<file path="src/rtl/segchk_pkg.sv">
package segchk_pkg;
  localparam int AR_W   = 5;
  localparam int KIND_W = 5;
  localparam int MODE_W = 2;
  localparam int CLS_W  = 2;
  localparam int CAU_W  = 3;

  localparam logic [MODE_W-1:0] MODE_REAL = 2'd0;
  localparam logic [MODE_W-1:0] MODE_PROT = 2'd1;
  localparam logic [MODE_W-1:0] MODE_V86  = 2'd2;

  localparam logic [CLS_W-1:0] FC_NONE = 2'd0;
  localparam logic [CLS_W-1:0] FC_GP   = 2'd1;
  localparam logic [CLS_W-1:0] FC_SS   = 2'd2;

  localparam logic [CAU_W-1:0] CAUSE_NONE   = 3'd0;
  localparam logic [CAU_W-1:0] CAUSE_NULL   = 3'd1;
  localparam logic [CAU_W-1:0] CAUSE_ABSENT = 3'd2;
  localparam logic [CAU_W-1:0] CAUSE_RIGHTS = 3'd3;
  localparam logic [CAU_W-1:0] CAUSE_LIMIT  = 3'd6;

  localparam logic [3:0] KIND_WRITE = 4'd0;
  localparam logic [3:0] KIND_READ  = 4'd1;
  localparam logic [3:0] KIND_FETCH = 4'd3;
  localparam int PREFETCH_BIT = 4;
endpackage

</file>
<file path="src/rtl/segchk_limit.sv">
module segchk_limit #(
  parameter int OFS_W      = 32,
  parameter int LIM_W      = 20,
  parameter int GRAN_SHIFT = 12
) (
  input  logic [LIM_W-1:0] raw_limit,
  input  logic             gran,
  input  logic [OFS_W-1:0] offset,
  input  logic             expand_down,
  output logic             in_range
);
  localparam int EFF_W = LIM_W + GRAN_SHIFT;
  localparam int CMP_W = (EFF_W > OFS_W) ? EFF_W : OFS_W;

  logic [CMP_W-1:0] lim_fine;
  logic [CMP_W-1:0] lim_coarse;
  logic [CMP_W-1:0] lim_eff;
  logic [CMP_W-1:0] ofs_ext;
  logic             below;

  generate
    if (GRAN_SHIFT > 0) begin : g_shift
      assign lim_coarse = CMP_W'({raw_limit, {GRAN_SHIFT{1'b1}}});
    end else begin : g_noshift
      assign lim_coarse = CMP_W'(raw_limit);
    end
  endgenerate

  assign lim_fine = CMP_W'(raw_limit);
  assign lim_eff  = gran ? lim_coarse : lim_fine;
  assign ofs_ext  = CMP_W'(offset);
  assign below    = (ofs_ext <= lim_eff);
  assign in_range = below ^ expand_down;
endmodule

</file>
<file path="src/rtl/segchk_rights.sv">
module segchk_rights
  import segchk_pkg::*;
#(
  parameter int SEL_W  = 16,
  parameter int SEG_W  = 3,
  parameter int CS_IDX = 1,
  parameter int SS_IDX = 2
) (
  input  logic [MODE_W-1:0] mode,
  input  logic [SEG_W-1:0]  seg,
  input  logic [SEL_W-1:0]  sel,
  input  logic [2:0]        ar_type,
  input  logic [3:0]        kind,
  output logic              null_fault,
  output logic              rights_fault
);
  logic prot;
  logic stack_or_code;
  logic sel_null;
  logic is_code;
  logic can_write;
  logic exec_only;

  assign prot          = (mode == MODE_PROT);
  assign stack_or_code = (seg == SEG_W'(CS_IDX)) || (seg == SEG_W'(SS_IDX));
  assign sel_null      = (sel[SEL_W-1:2] == '0);
  assign null_fault    = prot && !stack_or_code && sel_null;

  // ar_type[2] = code, ar_type[0] = writable (data) / readable (code);
  // ar_type[1] (expand-down or conforming) plays no part in the rights.
  assign is_code   = ar_type[2];
  assign can_write = !is_code && ar_type[0];
  assign exec_only = is_code && !ar_type[0];

  always_comb begin
    rights_fault = 1'b0;
    if (prot) begin
      if (kind == KIND_WRITE)
        rights_fault = !can_write;
      else if (exec_only)
        rights_fault = (kind != KIND_FETCH);
    end
  end
endmodule

</file>
<file path="src/rtl/segchk_top.sv">
module segchk_top
  import segchk_pkg::*;
#(
  parameter int OFS_W      = 32,
  parameter int LIM_W      = 20,
  parameter int GRAN_SHIFT = 12,
  parameter int SEL_W      = 16,
  parameter int SEG_W      = 3,
  parameter int CS_IDX     = 1,
  parameter int SS_IDX     = 2
) (
  input  logic             clk,
  input  logic             rst,
  input  logic             req_valid,
  input  logic [SEG_W-1:0] req_seg,
  input  logic [SEL_W-1:0] req_sel,
  input  logic [OFS_W-1:0] req_offset,
  input  logic [4:0]       req_kind,
  input  logic [1:0]       req_mode,
  input  logic             desc_present,
  input  logic [4:0]       desc_ar,
  input  logic             desc_gran,
  input  logic [LIM_W-1:0] desc_limit,
  output logic             done,
  output logic             fault,
  output logic [1:0]       fault_class,
  output logic [2:0]       fault_cause,
  output logic             exc_req,
  output logic             err_push
);
  logic             null_f;
  logic             rights_f;
  logic             in_range;
  logic             expand_down;
  logic             f_c;
  logic [CLS_W-1:0] cls_c;
  logic [CAU_W-1:0] cause_c;
  logic             err_c;
  logic             exc_c;

  assign expand_down = (desc_ar[4:2] == 3'b101);

  segchk_rights #(
    .SEL_W (SEL_W),
    .SEG_W (SEG_W),
    .CS_IDX(CS_IDX),
    .SS_IDX(SS_IDX)
  ) u_rights (
    .mode        (req_mode),
    .seg         (req_seg),
    .sel         (req_sel),
    .ar_type     (desc_ar[3:1]),
    .kind        (req_kind[3:0]),
    .null_fault  (null_f),
    .rights_fault(rights_f)
  );

  segchk_limit #(
    .OFS_W     (OFS_W),
    .LIM_W     (LIM_W),
    .GRAN_SHIFT(GRAN_SHIFT)
  ) u_limit (
    .raw_limit  (desc_limit),
    .gran       (desc_gran),
    .offset     (req_offset),
    .expand_down(expand_down),
    .in_range   (in_range)
  );

  // Fixed priority: present, null selector, type rights, limit.
  always_comb begin
    f_c     = 1'b1;
    cls_c   = FC_GP;
    cause_c = CAUSE_NONE;
    if (!desc_present)
      cause_c = CAUSE_ABSENT;
    else if (null_f)
      cause_c = CAUSE_NULL;
    else if (rights_f)
      cause_c = CAUSE_RIGHTS;
    else if (!in_range) begin
      cause_c = CAUSE_LIMIT;
      if (req_seg == SEG_W'(SS_IDX)) cls_c = FC_SS;
    end else begin
      f_c   = 1'b0;
      cls_c = FC_NONE;
    end
  end

  always_comb begin
    case (req_mode)
      MODE_PROT: err_c = f_c;
      MODE_V86:  err_c = f_c && (cause_c != CAUSE_LIMIT);
      default:   err_c = 1'b0;
    endcase
  end

  assign exc_c = f_c && !req_kind[PREFETCH_BIT];

  always_ff @(posedge clk) begin
    if (rst) begin
      done        <= 1'b0;
      fault       <= 1'b0;
      fault_class <= FC_NONE;
      fault_cause <= CAUSE_NONE;
      exc_req     <= 1'b0;
      err_push    <= 1'b0;
    end else begin
      done <= req_valid;
      if (req_valid) begin
        fault       <= f_c;
        fault_class <= cls_c;
        fault_cause <= cause_c;
        exc_req     <= exc_c;
        err_push    <= err_c;
      end
    end
  end
endmodule

</file>
<file path="config.mk">
export PLATFORM = sky130hd
export DESIGN_NAME = segchk_top
export DESIGN_NICKNAME = d
export VERILOG_FILES = /design/src/rtl/segchk_pkg.sv /design/src/rtl/segchk_limit.sv /design/src/rtl/segchk_rights.sv /design/src/rtl/segchk_top.sv
export SDC_FILE = /design/constraint.sdc
export NUM_CORES = 1
export LEC_CHECK = 0
export ABC_AREA = 1
export BUFFER_PORTS_ARGS = -buffer_cell sky130_fd_sc_hd__buf_2
export CAP_MARGIN = 20
export CORE_AREA = 2 2 63 65
export CTS_CLUSTER_SIZE = 14
export DETAILED_ROUTE_END_ITERATION = 10
export DIE_AREA = 0 0 65 67
export GPL_ROUTABILITY_DRIVEN = 0
export PLACE_DENSITY = 0.78
export SLEW_MARGIN = 20
export SYNTH_ARGS = -nofsm -noshare
export SYNTH_HDL_FRONTEND = slang
export SYNTH_SLANG_ARGS = --single-unit
</file>
<file path="constraint.sdc">
create_clock -name clk -period 3.55 [get_ports clk]
set_input_delay 0.71 -clock clk [delete_from_list [all_inputs] [get_ports clk]]
set_output_delay 0.71 -clock clk [all_outputs]
set_load 0.05 [all_outputs]
</file>
==> results.sh, run 1 <==
export IMPL_clk_pin_slew_ns=0.05
export IMPL_crit_path_frequent_cell="nand2_2"
export IMPL_cts_buffers=3
export IMPL_min_from="fault_cause[0]"
export IMPL_synthArstFlopShare=0
export IMPL_cts_sinks=9
export IMPL_max_freq_ghz=0.358
export IMPL_hold_viol=0
export IMPL_grt_start_max_net_pins=33
export IMPL_ir_drop_mv=0.0798
export IMPL_fillers=369
export IMPL_p_sw_w=0.000165
export IMPL_critical_path_top_delay_family="simple AND/OR/NAND/NOR gates"
export IMPL_synth_fp_nets=343
export IMPL_cts_root_buf="clkbuf_8"
export IMPL_cts_repair_resized=0
export IMPL_yosysWarnings=0
export IMPL_path_class="in -> reg"
export IMPL_slew_headroom=0.593
export IMPL_multi_input_area_mm2=0.00122
export IMPL_finalInstanceArea_mm2=0.00205
export IMPL_cp_start_kind="input pin"
export IMPL_power_frac_seq=0.247
export IMPL_start_util=0.415
export IMPL_synth_fa_ha_area_frac=0.284
export IMPL_end_kind="flip-flop"
export IMPL_drc=0
export IMPL_drive_gt1_frac=0.364
export IMPL_die_area_mm2=0.00436
export IMPL_htreeDepth=1
export IMPL_grt_first_pass_wirelength_mm=6.35
export IMPL_cap_violations=0
export IMPL_synth_flop_cell="dfxtp_1"
export IMPL_final_nets=436
export IMPL_ys_seq_elements=9
export IMPL_hold_path_endpoint="fault_cause[0]"
export IMPL_critPathRequiredTime_ns=3.72
export IMPL_critical_path_slowest_cell="buf_2"
export IMPL_setup_viol=0
export IMPL_hold_buffers=0
export IMPL_post_cts_setup_buffers=0
export IMPL_syn_avg_cell_area_um2=6.78
export IMPL_p_comb_frac=0.480
export IMPL_overflow=0
export IMPL_skew_ns=0
export IMPL_dp_hpwl_mm=3.35
export IMPL_place_port_buffers=93
export IMPL_antenna_found_initial=0
export IMPL_min_period_over_period=0.787
export IMPL_worstMarginPinSlew_ns=0.610
export IMPL_vias=1737
export IMPL_r2r_start="fault_cause[1]"
export IMPL_viasPerCell=4.81
export IMPL_critical_path_max_fanout=32
export IMPL_p_leak_nw=1.19
export IMPL_wl_per_cell_um=10.5
export IMPL_outcome="complete, no violations"
export IMPL_path_buf_inv=1
export IMPL_netlist_area_mm2=0.00150
export IMPL_p_sw_frac=0.372
export IMPL_crit_chain="buf_2 -> nand2_1 -> ha_1 -> nand2_1 -> nor2_2 -> and2_4 -> nand2_4 -> nor3_4 -> nand3b_1 -> nand2_2 -> nand2_2 -> nand3_2 -> nand2_2 -> or2_1 -> a21oi_2"
export IMPL_synth_top_family_by_area="simple AND/OR/NAND/NOR gates"
export IMPL_routed_wl_mm=3.77
export IMPL_synth_cells=221
export IMPL_grtUsageTotal=0.179
export IMPL_ys_types=33
export IMPL_synth_area_top_cells="ha_1 28%, nand2_1 14%, dfxtp_1 12%"
export IMPL_yosys_area_share_simple=0.355
export IMPL_syn_to_final_growth_pct=36.8
export IMPL_synth_common_cells="57 x nand2_1, 34 x ha_1, 21 x nor2_1"
export IMPL_rrSetupSlack_ns=2.93
export IMPL_hold_class="reg -> reg"
export IMPL_synth_top_area_frac=0.284
export IMPL_min_period_ns=2.79
export IMPL_clk_path_buf_depth=2
export IMPL_die_x_um=65
export IMPL_powerDensity_mw_per_mm2=216
export IMPL_cts_tree="done"
export IMPL_r2r_end="fault_cause[1]"
export IMPL_insertion_delay_ns=0.23
export IMPL_clockPowerShare=0.273
export IMPL_ant_nets=0
export IMPL_yosys_area_share_xor_xnor=0
export IMPL_internal_power_w=0.000278
export IMPL_first_iter_violations=49
export IMPL_hold_depth=2
export IMPL_drv_slew=0
export IMPL_num_rows=22
export IMPL_ys_seq_area_frac=0.120
export IMPL_synth_top_cell_by_area="ha_1"
export IMPL_cp_slowest_stage_delay_ns=0.48
export IMPL_fp_dieH_um=67
export IMPL_setup_tns_final_ns=0
export IMPL_grt_pass1_vias=1671
export IMPL_synth_mux_area_frac=0.0535
export IMPL_crit_arrival_ns=2.97
export IMPL_placed_cell_area_mm2=0.00200
export IMPL_ios=97
export IMPL_synth_edf_count=0
export IMPL_drt_first_pass_iters=4
export IMPL_regArea_um2=180
export IMPL_grt_setup_unrepaired="false"
export IMPL_core_area_mm2=0.00361
export IMPL_r2r_worst_path_cells=2
export IMPL_diodes=0
export IMPL_synth_compound_area_frac=0.124
export IMPL_yosysMostFrequentCell="nand2_1"
## layout by cell type (no fill, tap or decap), drive strengths merged
| cell | synthesis | layout |
|---|---|---|
| a21o | 1 | 1 |
| a21oi | 22 | 22 |
| a31oi | 1 | 1 |
| and2 | 1 | 1 |
| buf | 1 | 93 |
| clkbuf | 4 | 4 |
| dfxtp | 9 | 9 |
| ha | 34 | 34 |
| inv | 20 | 20 |
| mux2i | 8 | 8 |
| nand2 | 62 | 62 |
| nand3 | 11 | 11 |
| nand3b | 1 | 1 |
| nand4 | 4 | 4 |
| nor2 | 24 | 24 |
| nor3 | 3 | 3 |
| nor4 | 3 | 3 |
| o21a | 2 | 2 |
| o21ai | 6 | 6 |
| o32ai | 1 | 1 |
| or2 | 3 | 3 |
## area by class of cell
cell class	instances	share of cell area
multi-input combinational	187	0.597
clock buffer	4	0.0220
sequential	9	0.0879
tap	48	0.0293
inverter	20	0.0366
timing repair buffer	93	0.227
## per-stage QoR
stage	setup WS, ns	hold slack [ns]	cells	total power, W	utilization
after floorplan	0.723	0.686	221	0.000246	-
after global placement	0.541	0.454	357	0.000320	0.556
after detailed placement	0.478	0.455	357	0.000324	0.556
after CTS	0.730	0.463	361	0.000447	0.568
after global routing	0.440	0.500	361	0.000484	0.568
final	0.756	0.463	361	0.000443	0.568
## worst max-delay path by stage
stage,slack [ns],to,start,cells past startpoint
2_1_floorplan,0.72,exc_req,desc_gran,15
3_3_place_gp,0.54,fault_class[1],desc_gran,13
3_5_place_dp,0.48,exc_req,desc_gran,15
4_1_cts,0.73,exc_req,desc_gran,15
5_1_grt,0.44,fault_class[1],desc_gran,15
6_report,0.76,exc_req,desc_gran,15
## layer usage
layer | wire, um | track usage
met4 | 68 | 0.0691
met1 | 1620 | 0.212
met2 | 1920 | 0.336
met5 | 0 | 0
met3 | 168 | 0.00845
## cells by family (layout without fill, tap and decap cells)
logic type | after synthesis | after routing
AOI/OAI and AO/OA | 33 | 33
buffers and inverters | 25 | 117
DFF | 9 | 9
muxes | 8 | 8
and+or+nand+nor | 112 | 112
adders and majority gates | 34 | 34
## sequential cells by signal (all words and copies together), names as in the netlist
signal	count
fault_cause	3
fault_class	2
done	1
err_push	1
exc_req	1
fault	1
## power by group through the flow
stage	sequential [W]	clock [W]	combinational, W
global placement	0.000111	0	0.000209
floorplan	0.000131	0	0.000116
finish	0.000109	0.000121	0.000213
global route	0.000110	0.000128	0.000246
CTS	0.000109	0.000122	0.000215
detailed placement	0.000111	0	0.000213
## worst register-to-register path: stages, from the launching register on
cell,delay [ns]
dfxtp_1,0.30
o21ai_0,0.15
a21oi_1,0.05
(Power assumes the default switching activity.)
==> run 2, diff against run 1 <==
Clock period 3.55 ns to 2.73 ns, I/O delays scaled along.
==> run 2 against run 1 <==
Compared with the run above: largest cell class unchanged; combinational power rose by 33%; sequential share of layout area fell by 0.13 points; worst hold slack got worse by 0.0020 ns; non-clock buffer count rose by 4; register-to-register slack got worse by 0.82 ns; largest power group unchanged; core utilization rose by 0.83 points.
==> results.sh, run 2 (same netlist as run 1, synthesis figures left out) <==
export IMPL_drc=0
export IMPL_p_total_w=0.000576
export IMPL_end_kind="flip-flop"
export IMPL_place_port_buffers=93
export IMPL_rrSetupSlack_ns=2.11
export IMPL_fillers=351
export IMPL_grt_first_pass_wirelength_mm=6.18
export IMPL_drt_first_pass_iters=4
export IMPL_first_iter_violations=48
export IMPL_min_from="fault_cause[0]"
export IMPL_cap_violations=0
export IMPL_hold_class="reg -> reg"
export IMPL_r2r_worst_path_cells=2
export IMPL_layout_commonest_cell="buf_2"
export IMPL_routed_wl_mm=3.79
export IMPL_regMostFlops="fault_cause"
export IMPL_critical_path_slowest_cell="buf_2"
export IMPL_wl_per_cell_um=10.4
export IMPL_r2r_start="fault_class[0]"
export IMPL_cp_startpoint="desc_gran"
export IMPL_setup_viol=0
export IMPL_setup_tns_final_ns=0
export IMPL_cp_start_kind="input pin"
export IMPL_grt_pass1_vias=1639
export IMPL_layout_common_cells="93 x buf_2, 57 x nand2_1, 34 x ha_1, 21 x nor2_1, 20 x a21oi_1"
export IMPL_syn_to_final_growth_pct=38.8
export IMPL_ir_drop_mv=0.0978
export IMPL_vias=1713
export IMPL_r2r_end="fault_class[0]"
export IMPL_powerDensity_mw_per_mm2=277
export IMPL_start_util=0.415
export IMPL_grtUsageTotal=0.173
export IMPL_ant_nets=0
export IMPL_dp_hpwl_mm=3.42
export IMPL_die_area_mm2=0.00436
export IMPL_post_cts_setup_buffers=0
export IMPL_critical_path_max_fanout=21
export IMPL_path_buf_inv=2
export IMPL_p_leak_nw=1.21
export IMPL_grt_start_max_net_pins=22
export IMPL_clk_path_buf_depth=2
export IMPL_hold_path_endpoint="fault_cause[0]"
export IMPL_drive_gt1_frac=0.372
export IMPL_insertion_delay_ns=0.23
export IMPL_outcome="complete, no violations"
export IMPL_crit_arrival_ns=2.63
export IMPL_critPathRequiredTime_ns=2.89
export IMPL_cts_sinks=9
export IMPL_crit_chain="buf_2 -> buf_4 -> mux2i_1 -> ha_1 -> a21oi_1 -> o21a_1 -> nor2_1 -> nor2_1 -> nand2_2 -> nand2_2 -> nand2_2 -> nand3_2 -> nand2_2 -> or2_1 -> a21oi_2"
export IMPL_diodes=0
export IMPL_num_rows=22
export IMPL_min_period_over_period=0.902
export IMPL_crit_path_frequent_cell="nand2_2"
export IMPL_viasPerCell=4.69
export IMPL_path_class="in -> reg"
export IMPL_min_period_ns=2.46
export IMPL_slew_headroom=0.764
export IMPL_cts_repair_resized=0
export IMPL_fp_dieH_um=67
export IMPL_die_x_um=65
export IMPL_timing_hold_ws_ns=0.461
export IMPL_largest_reg_flops=3
export IMPL_overflow=0
export IMPL_ios=97
export IMPL_cp_slowest_stage_delay_ns=0.31
export IMPL_clk_pin_slew_ns=0.04
export IMPL_grt_setup_unrepaired="false"
export IMPL_htreeDepth=1
export IMPL_hold_viol=0
export IMPL_antenna_found_initial=0
export IMPL_hold_buffers=0
export IMPL_cts_buffers=3
export IMPL_top_regs="fault_cause: 3 flops, fault_class: 2 flops"
export IMPL_worstMarginPinSlew_ns=0.353
export IMPL_hold_depth=2
export IMPL_placed_cell_area_mm2=0.00203
export IMPL_skew_ns=0
export IMPL_final_nets=440
export IMPL_multi_input_area_mm2=0.00122
export IMPL_max_freq_ghz=0.406
export IMPL_critical_path_top_delay_family="simple AND/OR/NAND/NOR gates"
export IMPL_regArea_um2=180
export IMPL_cts_tree="done"
export IMPL_core_area_mm2=0.00361
export IMPL_drv_slew=0
export IMPL_finalInstanceArea_mm2=0.00208
export IMPL_cts_root_buf="clkbuf_8"
run 2: cell count changes in the layout (fill, tap and decap cells not counted), sizes merged:
cell	before	now
buf	93	97
run 2: final cells by class:
cell class | instances | area share
Clock buffer | 4 | 0.0217
Inverter | 20 | 0.0361
Multi-Input combinational cell | 187 | 0.588
Sequential cell | 9 | 0.0866
Tap cell | 48 | 0.0289
Timing Repair Buffer | 97 | 0.238
run 2: worst max path at each step:
stage	endpoint	slack, ns	depth (start not counted)
after floorplan	exc_req	0.07	15
after global placement	fault_class[1]	0.04	13
after detailed placement	fault_class[1]	0.02	13
after CTS	exc_req	0.25	15
after global routing	exc_req	0.01	15
final	exc_req	0.27	15
run 2: worst min-delay path, stage by stage (launching register included):
cell and delay [ns]:
dfxtp_1 0.30, nand2_1 0.06, a21oi_1 0.05
run 2: metal layers:
metal / share of wire / up-vias / global-route usage / routed length, um
met5: 0 / - / 0 / 0
met4: 0.0082 / 0 / 0.0585 / 31
met3: 0.039 / 4 / 0.0118 / 148
met2: 0.52 / 39 / 0.325 / 1990
met1: 0.43 / 731 / 0.208 / 1620
li1: - / 939 / - / -
run 2: where the power goes:
part	internal (W)	switching, W
Clock	0.000101	0.0000493
Sequential	0.000139	0.00000331
Combinational	0.000125	0.000158
run 2: metrics by stage:
stage	utilization	setup WS [ns]	std cells
floorplan	-	0.0666	221
global placement	0.564	0.0404	361
detailed placement	0.564	0.0183	361
CTS	0.577	0.253	365
global route	0.577	0.0149	365
finish	0.577	0.269	365
==> run 3, diff against run 2 <==
Settings changed: PLACE_DENSITY 0.78 to 0.8, SYNTH_HIERARCHICAL set to 1.
==> run 3 against run 2 <==
Compared with the run above: critical path depth increased by 4; via count increased by 1.9%; largest power group unchanged; critical path type unchanged; maximum frequency increased by 0.18%; power increased by 1.7%; core utilization increased by 1.6 points; sequential power about the same; critical endpoint unchanged; flip-flop and latch count unchanged.
==> results.sh, run 3 <==
export IMPL_ir_drop_mv=0.111
export IMPL_critical_path_slowest_cell="ha_1"
export IMPL_hold_path_endpoint="err_push"
export IMPL_grt_setup_unrepaired="false"
export IMPL_num_rows=22
export IMPL_regMostFlops="fault_cause"
export IMPL_routed_wl_mm=3.80
export IMPL_yosysMostFrequentCell="nand2_1"
export IMPL_antenna_found_initial=0
export IMPL_ys_seq_elements=9
export IMPL_synth_top_area_frac=0.273
export IMPL_synth_fp_nets=361
export IMPL_hold_viol=0
export IMPL_cts_repair_resized=0
export IMPL_min_from="err_push"
export IMPL_place_port_buffers=93
export IMPL_synth_area_top_cells="ha_1 27%, nand2_1 16%, dfxtp_1 12%"
export IMPL_dp_hpwl_mm=3.47
export IMPL_hold_buffers=0
export IMPL_drive_gt1_frac=0.363
export IMPL_netlist_area_mm2=0.00156
export IMPL_max_freq_ghz=0.407
export IMPL_syn_avg_cell_area_um2=6.52
export IMPL_core_area_mm2=0.00361
export IMPL_hold_class="reg -> reg"
export IMPL_final_nets=456
export IMPL_vias=1746
export IMPL_layout_commonest_cell="buf_2"
export IMPL_synth_common_cells="67 x nand2_1, 34 x ha_1, 30 x nor2_1"
export IMPL_min_period_ns=2.46
export IMPL_synth_top_cell_by_area="ha_1"
export IMPL_synth_flop_cell="dfxtp_1"
export IMPL_hold_depth=2
export IMPL_diodes=0
export IMPL_first_iter_violations=48
export IMPL_place_inst=377
export IMPL_htreeDepth=1
export IMPL_insertion_delay_ns=0.23
export IMPL_top_regs="fault_cause: 3 flops, fault_class: 2 flops"
export IMPL_synthArstFlopShare=0
export IMPL_worstMarginPinSlew_ns=0.239
export IMPL_grtUsageTotal=0.181
export IMPL_setup_viol=0
export IMPL_min_period_over_period=0.900
export IMPL_viasPerCell=4.58
export IMPL_fillers=362
export IMPL_slew_headroom=0.839
export IMPL_ys_types=29
export IMPL_post_cts_setup_buffers=0
export IMPL_start_util=0.432
export IMPL_drt_first_pass_iters=4
export IMPL_cp_start_kind="input pin"
export IMPL_ys_seq_area_frac=0.116
export IMPL_ios=97
export IMPL_wl_per_cell_um=9.96
export IMPL_ant_nets=0
export IMPL_grt_start_max_net_pins=16
export IMPL_synth_edf_count=0
export IMPL_overflow=0
export IMPL_outcome="complete, no violations"
export IMPL_cts_tree="done"
export IMPL_synth_cells=239
export IMPL_skew_ns=0
export IMPL_die_area_mm2=0.00436
export IMPL_critPathRequiredTime_ns=2.90
export IMPL_p_leak_nw=1.24
export IMPL_critical_path_max_fanout=13
export IMPL_setup_tns_final_ns=0
export IMPL_die_x_um=65
export IMPL_cts_root_buf="clkbuf_8"
export IMPL_cts_sinks=9
export IMPL_rrSetupSlack_ns=2.11
export IMPL_grt_first_pass_wirelength_mm=6.30
export IMPL_cp_slowest_stage_delay_ns=0.30
export IMPL_powerDensity_mw_per_mm2=274
export IMPL_syn_to_final_growth_pct=37.1
export IMPL_crit_path_frequent_cell="nand2_1"
export IMPL_drv_slew=0
export IMPL_layout_common_cells="93 x buf_2, 67 x nand2_1, 34 x ha_1, 30 x nor2_1"
export IMPL_cap_violations=0
export IMPL_multi_input_area_mm2=0.00127
export IMPL_fp_dieH_um=67
export IMPL_drc=0
export IMPL_r2r_worst_path_cells=2
export IMPL_regArea_um2=180
export IMPL_r2r_start="fault_cause[1]"
export IMPL_instances_no_fill=381
export IMPL_clk_path_buf_depth=2
export IMPL_crit_chain="buf_2 -> buf_4 -> nand2_1 -> ha_1 -> nand2_2 -> nor2_4 -> nand2_2 -> nor4_4 -> nand2_1 -> nand2_1 -> nand2_1 -> nand2_1 -> nand2_1 -> nand2_1 -> inv_1 -> nand2_2 -> nand2_2 -> or2_1 -> a21oi_2"
export IMPL_r2r_end="fault_cause[1]"
export IMPL_yosysWarnings=6
export IMPL_clk_pin_slew_ns=0.04
export IMPL_path_class="in -> reg"
export IMPL_crit_arrival_ns=2.62
export IMPL_largest_reg_flops=3
export IMPL_cts_buffers=3
export IMPL_end_kind="flip-flop"
export IMPL_grt_pass1_vias=1619
[run 3: cell count changes in the layout (fill, tap and decap cells not counted), sizes merged, moves of 2 or more]
cell    before  now
buf         97   95
inv         20   23
nand2       62   74
nand3       11    5
nor2        24   39
nor3         3    1
nor4         3    1
o21bai       0    2
[run 3: metal layers]
| layer | global-route usage | wire (um) | vias up |
|---|---|---|---|
| li1 | - | - | 969 |
| met1 | 0.227 | 1740 | 730 |
| met2 | 0.325 | 1850 | 41 |
| met3 | 0.0118 | 148 | 6 |
| met4 | 0.0638 | 57 | 0 |
| met5 | 0 | 0 | - |
[run 3: cells by family (layout without fill, tap and decap cells)]
kind of cell | after synthesis | count (layout) | share of synthesized area
fa+ha+maj | 34 | 34 | 0.273
mux | 8 | 8 | 0.0514
compound gates | 33 | 33 | 0.118
flops | 9 | 9 | 0.116
simple gates | 127 | 127 | 0.373
buf+inv | 28 | 122 | 0.0683
[run 3: report_power, final]
part	internal, W	switching, W
registers	0.000139	0.00000318
clock network	0.000101	0.0000500
logic	0.000129	0.000162
total	0.000370	0.000216
[run 3: stage by stage]
step / util / power, W / area, um2 / hold slack, ns / setup slack (ns)
after CTS: 0.592 / 0.000592 / 2140 / 0.463 / 0.270
after floorplan: - / 0.000329 / 1560 / 0.686 / 0.140
after detailed placement: 0.580 / 0.000437 / 2090 / 0.456 / 0.0277
after global placement: 0.580 / 0.000429 / 2090 / 0.451 / 0.0559
after global routing: 0.592 / 0.000642 / 2140 / 0.491 / 0.0275
final: 0.592 / 0.000586 / 2140 / 0.464 / 0.273
[run 3: worst max path at each step]
stage | from | to | slack (ns) | depth (start not counted)
floorplan | desc_gran | exc_req | 0.14 | 19
global placement | desc_gran | exc_req | 0.06 | 19
detailed placement | desc_gran | exc_req | 0.03 | 19
CTS | desc_gran | exc_req | 0.27 | 19
global route | desc_gran | exc_req | 0.03 | 17
finish | desc_gran | exc_req | 0.27 | 19
[run 3: final cells by class]
cell class,count,area share
inverters,23,0.0404
clock buffers,4,0.0211
multi-input cells,202,0.595
well taps,48,0.0281
repair buffers,95,0.231
flip-flops and latches,9,0.0844
[run 3: worst max-delay path, delay by kind of cell]
family | cells | cell delay (ns)
AO/OA/AOI/OAI | 1 | 0.11
AND/OR/NAND/NOR | 14 | 1.23
buffers and inverters | 3 | 0.43
adder cells (fa/ha/maj) | 1 | 0.30
